<file path="config.mk">
export PLATFORM = sky130hd
export DESIGN_NAME = phase_step_seq
export DESIGN_NICKNAME = d
export VERILOG_FILES = /design/src/rtl/pss_pkg.sv /design/src/rtl/pss_sync.sv /design/src/rtl/pss_req_stage.sv /design/src/rtl/pss_timer.sv /design/src/rtl/pss_step_fsm.sv /design/src/rtl/phase_step_seq.sv
export SDC_FILE = /design/constraint.sdc
export NUM_CORES = 1
export LEC_CHECK = 0
export ABC_AREA = 1
export CORE_MARGIN = 4
export CORE_UTILIZATION = 47
export CTS_CLUSTER_SIZE = 28
export DETAILED_ROUTE_END_ITERATION = 8
export GPL_ROUTABILITY_DRIVEN = 1
export PLACE_DENSITY_LB_ADDON = 0.15
export SLEW_MARGIN = 20
export SYNTH_ARGS = -nofsm -noshare
export SYNTH_HDL_FRONTEND = slang
export SYNTH_SLANG_ARGS = --single-unit
</file>
<file path="constraint.sdc">
create_clock -name clk -period 1.8 [get_ports clk]
set_clock_uncertainty 0.05 [all_clocks]
set_input_delay 0.36 -clock clk [delete_from_list [all_inputs] [get_ports clk]]
set_output_delay 0.36 -clock clk [all_outputs]
set_load 0.02 [all_outputs]
</file>
<file path="src/rtl/pss_pkg.sv">
package pss_pkg;
  typedef enum logic [1:0] {
    ST_IDLE    = 2'd0,
    ST_SETUP   = 2'd1,
    ST_STROBE  = 2'd2,
    ST_WAIT_HI = 2'd3
  } seq_state_t;

  typedef enum logic [1:0] {
    ERR_NONE     = 2'b00,
    ERR_RESERVED = 2'b01,
    ERR_FALL_TMO = 2'b10,
    ERR_RISE_TMO = 2'b11
  } seq_err_t;

  localparam int SEL_W = 3;
  localparam logic [SEL_W-1:0] SEL_RESERVED = 3'b111;
endpackage

</file>
<file path="src/rtl/pss_sync.sv">
module pss_sync #(
  parameter int   STAGES  = 2,
  parameter logic RST_VAL = 1'b1
) (
  input  logic clk,
  input  logic rst_n,
  input  logic async_in,
  output logic sync_out
);
  logic [STAGES-1:0] chain;

  for (genvar g = 0; g < STAGES; g++) begin : g_stage
    if (g == 0) begin : g_first
      always_ff @(posedge clk or negedge rst_n) begin
        if (!rst_n) chain[g] <= RST_VAL;
        else        chain[g] <= async_in;
      end
    end else begin : g_next
      always_ff @(posedge clk or negedge rst_n) begin
        if (!rst_n) chain[g] <= RST_VAL;
        else        chain[g] <= chain[g-1];
      end
    end
  end

  assign sync_out = chain[STAGES-1];
endmodule

</file>
<file path="src/rtl/pss_req_stage.sv">
module pss_req_stage
  import pss_pkg::*;
#(
  parameter int CNT_W = 16
) (
  input  logic             clk,
  input  logic             rst_n,
  input  logic             idle,
  input  logic             req_valid,
  output logic             req_ready,
  input  logic [CNT_W-1:0] req_count,
  input  logic             req_up,
  input  logic [SEL_W-1:0] req_sel,
  output logic             start,
  output logic             reject,
  output logic [CNT_W-1:0] lat_count,
  output logic             lat_up,
  output logic [SEL_W-1:0] lat_sel
);
  logic take;

  assign req_ready = idle;
  assign take      = req_valid && req_ready;
  assign reject    = take && (req_sel == SEL_RESERVED);
  assign start     = take && !reject && (req_count != '0);

  always_ff @(posedge clk or negedge rst_n) begin
    if (!rst_n) begin
      lat_count <= '0;
      lat_up    <= 1'b0;
      lat_sel   <= '0;
    end else if (start) begin
      lat_count <= req_count;
      lat_up    <= req_up;
      lat_sel   <= req_sel;
    end
  end
endmodule

</file>
<file path="src/rtl/pss_timer.sv">
module pss_timer #(
  parameter int TMO_W = 12
) (
  input  logic             clk,
  input  logic             rst_n,
  input  logic             clr,
  input  logic             run,
  input  logic [TMO_W-1:0] limit,
  output logic             expired
);
  logic [TMO_W-1:0] cnt;
  localparam logic [TMO_W-1:0] CNT_MAX = '1;

  always_ff @(posedge clk or negedge rst_n) begin
    if (!rst_n)                        cnt <= '0;
    else if (clr)                      cnt <= '0;
    else if (run && (cnt != CNT_MAX))  cnt <= cnt + 1'b1;
  end

  assign expired = run && (cnt >= limit);
endmodule

</file>
<file path="src/rtl/pss_step_fsm.sv">
module pss_step_fsm
  import pss_pkg::*;
#(
  parameter int CNT_W    = 16,
  parameter int MIN_HIGH = 2
) (
  input  logic             clk,
  input  logic             rst_n,
  input  logic             start,
  input  logic             reject,
  input  logic [CNT_W-1:0] count_in,
  input  logic             done_s,
  input  logic             tmo_exp,
  output logic             idle,
  output logic             busy,
  output logic             step,
  output logic             tmr_clr,
  output logic             tmr_run,
  output logic [CNT_W-1:0] steps_done,
  output logic             done_pulse,
  output logic             err_pulse,
  output logic [1:0]       err_code
);
  localparam int HI_W = $clog2(MIN_HIGH + 1);
  localparam logic [HI_W-1:0] HI_LAST = HI_W'(MIN_HIGH - 1);
  localparam logic [HI_W-1:0] HI_MAX  = '1;

  seq_state_t       state_q, state_d;
  logic [HI_W-1:0]  hi_cnt;
  logic [CNT_W-1:0] remaining;
  logic             fall_ok, fall_tmo, rise_ok, rise_tmo, last_step;

  assign fall_ok   = (state_q == ST_STROBE) && !done_s && (hi_cnt >= HI_LAST);
  assign fall_tmo  = (state_q == ST_STROBE) && done_s && tmo_exp;
  assign rise_ok   = (state_q == ST_WAIT_HI) && done_s;
  assign rise_tmo  = (state_q == ST_WAIT_HI) && !done_s && tmo_exp;
  assign last_step = (remaining == CNT_W'(1));

  always_comb begin
    state_d = state_q;
    tmr_clr = 1'b0;
    unique case (state_q)
      ST_IDLE:    if (start) state_d = ST_SETUP;
      ST_SETUP: begin
        state_d = ST_STROBE;
        tmr_clr = 1'b1;
      end
      ST_STROBE: begin
        if (fall_ok) begin
          state_d = ST_WAIT_HI;
          tmr_clr = 1'b1;
        end else if (fall_tmo) begin
          state_d = ST_IDLE;
        end
      end
      ST_WAIT_HI: begin
        if (rise_ok)       state_d = last_step ? ST_IDLE : ST_SETUP;
        else if (rise_tmo) state_d = ST_IDLE;
      end
      default: state_d = ST_IDLE;
    endcase
  end

  assign tmr_run = (state_q == ST_STROBE) || (state_q == ST_WAIT_HI);
  assign idle    = (state_q == ST_IDLE);
  assign busy    = !idle;

  always_ff @(posedge clk or negedge rst_n) begin
    if (!rst_n) begin
      state_q    <= ST_IDLE;
      step       <= 1'b0;
      hi_cnt     <= '0;
      remaining  <= '0;
      steps_done <= '0;
      done_pulse <= 1'b0;
      err_pulse  <= 1'b0;
      err_code   <= ERR_NONE;
    end else begin
      state_q    <= state_d;
      done_pulse <= 1'b0;
      err_pulse  <= 1'b0;
      unique case (state_q)
        ST_IDLE: begin
          if (start) begin
            remaining  <= count_in;
            steps_done <= '0;
            err_code   <= ERR_NONE;
          end else if (reject) begin
            err_pulse <= 1'b1;
            err_code  <= ERR_RESERVED;
          end
        end
        ST_SETUP: begin
          step   <= 1'b1;
          hi_cnt <= '0;
        end
        ST_STROBE: begin
          if (hi_cnt != HI_MAX) hi_cnt <= hi_cnt + 1'b1;
          if (fall_ok) begin
            step <= 1'b0;
          end else if (fall_tmo) begin
            step      <= 1'b0;
            err_pulse <= 1'b1;
            err_code  <= ERR_FALL_TMO;
          end
        end
        ST_WAIT_HI: begin
          if (rise_ok) begin
            steps_done <= steps_done + 1'b1;
            remaining  <= remaining - 1'b1;
            if (last_step) done_pulse <= 1'b1;
          end else if (rise_tmo) begin
            err_pulse <= 1'b1;
            err_code  <= ERR_RISE_TMO;
          end
        end
        default: step <= 1'b0;
      endcase
    end
  end
endmodule

</file>
<file path="src/rtl/phase_step_seq.sv">
module phase_step_seq #(
  parameter int CNT_W    = 16,
  parameter int TMO_W    = 12,
  parameter int MIN_HIGH = 2,
  parameter int SYNC_N   = 2
) (
  input  logic             clk,
  input  logic             rst_n,
  input  logic             req_valid,
  output logic             req_ready,
  input  logic [CNT_W-1:0] req_count,
  input  logic             req_up,
  input  logic [2:0]       req_sel,
  input  logic [TMO_W-1:0] tmo_limit,
  output logic             pll_updown,
  output logic [2:0]       pll_cntsel,
  output logic             pll_step,
  input  logic             pll_done,
  output logic             busy,
  output logic             done_pulse,
  output logic             err_pulse,
  output logic [1:0]       err_code,
  output logic [CNT_W-1:0] steps_done
);
  logic             done_s, idle, start, reject;
  logic             tmr_clr, tmr_run, tmo_exp;
  logic [CNT_W-1:0] lat_count;

  pss_sync #(.STAGES(SYNC_N), .RST_VAL(1'b1)) u_sync (
    .clk(clk), .rst_n(rst_n), .async_in(pll_done), .sync_out(done_s)
  );

  pss_req_stage #(.CNT_W(CNT_W)) u_req (
    .clk(clk), .rst_n(rst_n), .idle(idle),
    .req_valid(req_valid), .req_ready(req_ready),
    .req_count(req_count), .req_up(req_up), .req_sel(req_sel),
    .start(start), .reject(reject),
    .lat_count(lat_count), .lat_up(pll_updown), .lat_sel(pll_cntsel)
  );

  pss_timer #(.TMO_W(TMO_W)) u_tmr (
    .clk(clk), .rst_n(rst_n), .clr(tmr_clr), .run(tmr_run),
    .limit(tmo_limit), .expired(tmo_exp)
  );

  pss_step_fsm #(.CNT_W(CNT_W), .MIN_HIGH(MIN_HIGH)) u_fsm (
    .clk(clk), .rst_n(rst_n), .start(start), .reject(reject),
    .count_in(req_count), .done_s(done_s), .tmo_exp(tmo_exp),
    .idle(idle), .busy(busy), .step(pll_step),
    .tmr_clr(tmr_clr), .tmr_run(tmr_run),
    .steps_done(steps_done), .done_pulse(done_pulse),
    .err_pulse(err_pulse), .err_code(err_code)
  );
endmodule

</file>
Word-level counts from Yosys, hierarchy flattened
Cells that the tools add are included.
{"block": "classes", "eq_ne": 17, "magnitude_cmp": 2, "n_reduce_logical": 28, "n_addsub": 4, "n_mux": 39}
{"cell": "16-bit 2-to-1 mux", "n": 4}
{"cell": "16-bit case mux with 2 select lines", "n": 2}
{"cell": "12-bit 2-to-1 mux", "n": 2}
{"cell": "2-bit 2-to-1 mux", "n": 12}
{"cell": "16-bit by 1-bit adder with 16-bit output, second input constant", "n": 1}
{"cell": "16-bit by 1-bit equality test with 1-bit output, second input constant", "n": 1}
{"cell": "16-bit nonzero test", "n": 1}
{"cell": "16-bit by 1-bit subtractor with 16-bit output, second input constant", "n": 1}
{"cell": "1-bit logical AND", "n": 13}
{"cell": "1-bit 2-to-1 mux", "n": 13}
{"cell": "12-bit by 1-bit adder with 12-bit output, second input constant", "n": 1}
{"cell": "12-bit >= comparator", "n": 1}
{"cell": "12-bit != test, second input constant", "n": 1}
{"cell": "2-bit != test, second input constant", "n": 5}
{"cell": "2-bit case mux with 4 select lines", "n": 1}
{"cell": "2-bit by 1-bit != test with 1-bit output, second input constant", "n": 3}
{"cell": "3-bit by 1-bit != test with 1-bit output, second input constant", "n": 2}
{"cell": "2-bit case mux with 3 select lines", "n": 1}
{"cell": "3-bit AND reduction", "n": 2}
{"cell": "6-bit AND reduction", "n": 1}
{"cell": "2-bit nonzero test", "n": 3}
{"cell": "2-bit equality test, second input constant", "n": 2}
{"cell": "1-bit case mux with 2 select lines", "n": 2}
{"cell": "2-bit case mux with 2 select lines", "n": 1}
{"cell": "11 further kinds", "n": 14}
{"block": "word_totals", "input_bits": 36, "output_inout_bits": 27, "elab_cells": 103, "regBits": 59}

Depth between registers and ports, before layout
{"block": "depth", "depth_word": 8, "depth_mapped": 14}

Cells and area by module
From an unflattened synthesis, not the netlist that was laid out.
{"block": "unflattened", "hier_cells": 709, "area_unflattened_um2": 4911.0}
{"module": "pss_step_fsm", "cells_per_inst": 429, "area_each_um2": 2827.7, "instances": 1}
{"module": "pss_timer", "cells_per_inst": 169, "area_each_um2": 1142.3, "instances": 1}
{"module": "pss_req_stage", "cells_per_inst": 109, "area_each_um2": 888.4, "instances": 1}
{"module": "pss_sync", "cells_per_inst": 2, "area_each_um2": 52.6, "instances": 1}

Least setup slack after synthesis
OpenSTA, ideal clock, no wires.
{"block": "synth_path", "path_kind": "reg-to-reg", "start": "register u_fsm.state_q[1]", "end": "register u_fsm.remaining[0]", "setup_slack_ns": -0.188, "n_path_buf": 1, "arrival_ns": 1.811, "setup_ns": 0.127, "required_ns": 1.623, "synth_period_minus_slack_ns": 1.988, "stages_incl_launch_ff": 11, "path_cell_list": "dfrtp_1 -> inv_1 -> ha_1 -> nand3_1 -> clkinv_1 -> nand2_4 -> a21oi_2 -> inv_2 -> nor2_8 -> buf_6 -> o21ai_0"}
{"block": "synth_between", "elab_chain_len": 8, "elab_cells_between_ends": 13}
{"item": "start: declaration", "line": "pss_step_fsm.sv:28", "source": "seq_state_t state_q, state_d;"}
{"item": "start signal: assignment", "line": "pss_step_fsm.sv:79", "source": "state_q <= state_d;"}
{"item": "2-bit logical NOT (*)", "line": "pss_step_fsm.sv:65", "source": "assign idle = (state_q == ST_IDLE);"}
{"item": "named net req_ready", "line": "phase_step_seq.sv:10", "source": "output logic req_ready,"}
{"item": "1-bit logical AND", "line": "pss_req_stage.sv:23", "source": "assign take = req_valid && req_ready;"}
{"item": "1-bit logical AND", "line": "pss_req_stage.sv:24", "source": "assign reject = take && (req_sel == SEL_RESERVED);"}
{"item": "1-bit logical NOT", "line": "pss_req_stage.sv:25", "source": "assign start = take && !reject && (req_count != '0);"}
{"item": "1-bit logical AND (2 in a row)", "line": "pss_req_stage.sv:25"}
{"item": "2-bit != test (no source line)"}
{"item": "3-bit AND reduction (no source line)"}
{"item": "end signal: assignment", "line": "pss_step_fsm.sv:85", "source": "remaining <= count_in;"}
{"item": "end signal: assignment", "line": "pss_step_fsm.sv:110", "source": "remaining <= remaining - 1'b1;"}
{"item": "end: declaration", "line": "pss_step_fsm.sv:30", "source": "logic [CNT_W-1:0] remaining;"}
Mark *: on every way through the listed nets, which the timed path passes. The rest lies on a longest branch.
A chain may end at the register's enable or synchronous reset.

Worst setup path in the final report
{"block": "layout_path", "start": "register u_fsm.state_q[0]", "end": "output port req_ready"}
{"block": "layout_between", "elab_chain_len": 1}
{"item": "2-bit logical NOT", "line": "pss_step_fsm.sv:65"}
{"item": "end: declaration", "line": "phase_step_seq.sv:10"}
Every way passes these cells.

==> metrics.md <==
| Metric | Value |
|---|---|
| Antenna viol nets, final | 0 |
| Design area | 5860 um^2 |
| CP Cell Sequence | inv_2 > ha_4 > dlygate4sd2_1 |
| FMAX | around 0.57 GHz |
| CP max stage delay | just under 0.4 ns |
| Nets | 766 |
| HP Class | flip-flop to flip-flop |
| Most used DFF post-synth | dfrtp_1 |
| Maxcap violations | 0 |
| Most frequent cells in the layout | 154 x nand2_1, 66 x inv_1, 59 x nor2_1 |
| R2r startpoint | u_fsm.state_q[0] |
| Placeable Area | 8300 um^2 |
| Post-Syn Nets | between 600 and 700 |
| Vias post-DR | 4,198 |
| R2r setup slk | 0.05 ns |
| CP Depth | 3 |
| Post-Syn Instances | 579 |
| Multiplexer share of the synthesized area | 1.60% |
| Final non-filler cell total | ~820 |
| CTS tree | built |
| Multi-input logic area | 2490 um^2 |
| Synth-to-Final Area Change | 44.2% |
| Hold Path Cell Cnt | 0 |
| Vias in the first global route | 3,940 |
| Synth async-reset ratio | 100% |
| Flops & latches, synth | 59 |
| Final max-slew violation count | 0 |
| PwrDens | 1390 nW/um^2 |
| Critical path class | flip-flop to output port |
| Starting Density | 49.0% |
| First-pass GRT wire length | between 15,000 and 20,000 um |
| Cell variety after synth | 37 |
| Total Die Area | 10,200 um^2 |
| Clock buffer count from CTS | 9 |
| Total Power | between 8 and 9 mW |
| Largest net degree at the start of global routing | 60 |
| Initial antenna violation count | 0 |
| Drt first-iter violations | ~170 |
| Synth Area in Adders | under 10% |
| Post-synth EDFFs | 0 |
| DRC Markers | 0 |
| N_diodes | 0 |
| Min-Delay Endpoint | u_sync.sync_out |
| Worst VDD drop | ~830 uV |
| CP Launch Type | flip-flop |
| Synth Area in XOR/XNOR | 2.15% |
| GR Util All Layers | 20.8% |
| Endpoints failing hold | 0 |
| Met1 Use GR | roughly a quarter |
| Post-Place Cells | slightly below 800 |
| R2R cell count | 10 |
| WL final | 10,700 um |
| Status | complete, no violations |
| Site Rows | 33 |
| Dpl cell area | 5230 um^2 |
| Netlist Area Pre-Place | a little over 4000 um^2 |
| GRT overflow | 0 |
| Simple-gate area share of the yosys netlist | between 30 and 40% |
| Die width | 101 um |
| DR vias/cell | ~5 |
| Die height | 101 um |
| Critical path endpoint category | output port |
| Reg area | 1480 um^2 |
| Port bufs | 62 |
| Clk slew on worst S/H paths | 0.07 ns |
| Critical Path RT | 1.39 ns |
| Max transition margin | 74.1% |
| Root Buffer | clkbuf_8 |
| Met3 global-route usage | 3.32% |
| Placer Congestion | 0.862 |
| Leading cell type in the layout, fill and taps excluded | nand2_1 |
| Capturing point of the worst reg2reg path | u_fsm.steps_done[1] |
| Fin crit period | ~1.8 ns |
| Worst-Skew Late Latency | roughly 0.34 ns |
| Compound-Gate Fraction of Synth Area | 10.8% |
| P_leak | 2.89 nW |
| Htree depth | 3 |
| WL per Instance | 13.0 um |
| Crit path buf inv count | 2 |
| Final core occ | 70.6% |
| Final setup fails | 0 |
| Clk buf depth | 2 |
| Worst-Margin Slew | 0.385 ns |
| Layout cell share with drive strength beyond 1 | 24.0% |
| Pre-antenna DRT Iters | 5 |
| Final period utilization | a little over nine tenths |
| Io pins | 63 |
| Slowest stage cell on the critical path | dfrtp_1 |
| HP Start | u_sync.chain[0] |
| Synthesis warning total | 0 |
| HPWL Detailed | 7440 um |
| Met2 usage | 35.7% |
| Unrepaired setup endpoints after global routing | true |
| Setup tns final | 0 ns |
| Worst path top cell family by delay | buffers and inverters |
| Sequential area share after synthesis | 36.4% |
| GR peak layer | met2 |
| Worst Path Arrival | 1.36 ns |
| Layout fillers | about 670 |
| CP max FO | 5 |
| Main combinational cell family by area after synthesis | simple AND/OR/NAND/NOR gates |
| Clk sink count | 59 |
| Syn avg cell area | 7.02 um^2 |
cell usage after synthesis, types with 4 or more instances:
library cell	count	area, um^2
o21ai_2	11	96.3
o21ai_1	8	40.0
buf_2	4	20.0
ha_1	22	275
mux2_2	4	45.0
nor2_1	68	255
nor3_1	8	40.0
or2_2	4	25.0
nand3_1	46	230
dfrtp_1	57	1430
nand4_1	11	68.8
nand2_2	4	25.0
o21ai_0	28	140
a21oi_1	14	70.1
nand2_1	172	646
xor2_1	9	78.8
inv_1	76	285
layout make-up:
class	instances	area share, %
Clock buffer	11	2.41
Clock inverter	5	1.71
Tap cell	105	2.24
Sequential cell	59	25.3
Timing Repair Buffer	128	20.6
Multi-Input combinational cell	430	42.6
Inverter	80	5.17
state kept, by name, summed over array words and instances (netlist names):
name,cells
u_fsm.done_pulse,1
u_fsm.err_code,2
u_fsm.err_pulse,1
u_fsm.hi_cnt,2
u_fsm.remaining,16
u_fsm.state_q,2
u_fsm.step,1
u_fsm.steps_done,16
u_req.lat_sel,3
u_req.lat_up,1
u_sync.chain,1
u_sync.sync_out,1
u_tmr.cnt,12
worst max-delay path by stage:
stage                     slack [ns]           endpoint              from
final                           0.03          req_ready  u_fsm.state_q[0]
after global routing           -0.04  u_fsm.err_code[1]      u_tmr.cnt[0]
after CTS                      0.002  u_fsm.err_code[0]      tmo_limit[1]
after detailed placement       -0.52  u_fsm.err_code[0]     tmo_limit[11]
after global placement         -0.43   u_fsm.state_q[0]     tmo_limit[11]
after floorplan                0.007      u_tmr.cnt[11]  u_fsm.state_q[0]
worst register-to-register path, cell delays in order, from the launching register on:
cell and delay [ns]:
dfrtp_1 0.39, inv_2 0.12, ha_4 0.18, nand3_2 0.09, inv_2 0.08, nand2_4 0.06
a21oi_4 0.14, inv_2 0.08, nor2_8 0.20, buf_12 0.16, o21ai_0 0.08
where the power goes:
| group | internal, mW | leakage, nW | total (mW) | switching [mW] |
|---|---|---|---|---|
| logic | 2.13 | 2.00 | 4.66 | 2.53 |
| clock network | 0.954 | 0.123 | 1.50 | 0.549 |
| registers | 1.68 | 0.768 | 1.98 | 0.298 |
metal layers:
metal  vias up  share of wire [%]
li1       2116                  -
met5         -                  0
met3        20                4.1
met4         0                1.8
met1      1956                 44
met2       106                 50
logic make-up after synthesis:
kind of cell	count (synthesis)
buffers and inverters	90
xor gates and xnor gates	10
DFF	59
muxes	6
adders and majority gates	22
and+or+nand+nor	319
AOI/OAI and AO/OA	73
through the flow:
step / hold slack [ns] / worst slack (ns)
2_1_floorplan: 0.0144 / 0.00749
3_3_place_gp: 0.298 / -0.430
3_5_place_dp: 0.299 / -0.520
4_1_cts: 0.310 / 0.00168
5_1_grt: 0.315 / -0.0401
6_report: 0.309 / 0.0339
what timing repair did:
item / CTS / global route
pin swaps: 22 / 18
resized for setup: 42 / 57
gates cloned: 0 / 2
endpoints found under the hold margin: 55 / 0
hold buffers: 1 / 0
setup buffers: 3 / 8
endpoints found under the setup margin: 25 / 34
Power figures use the tool's default switching activity.
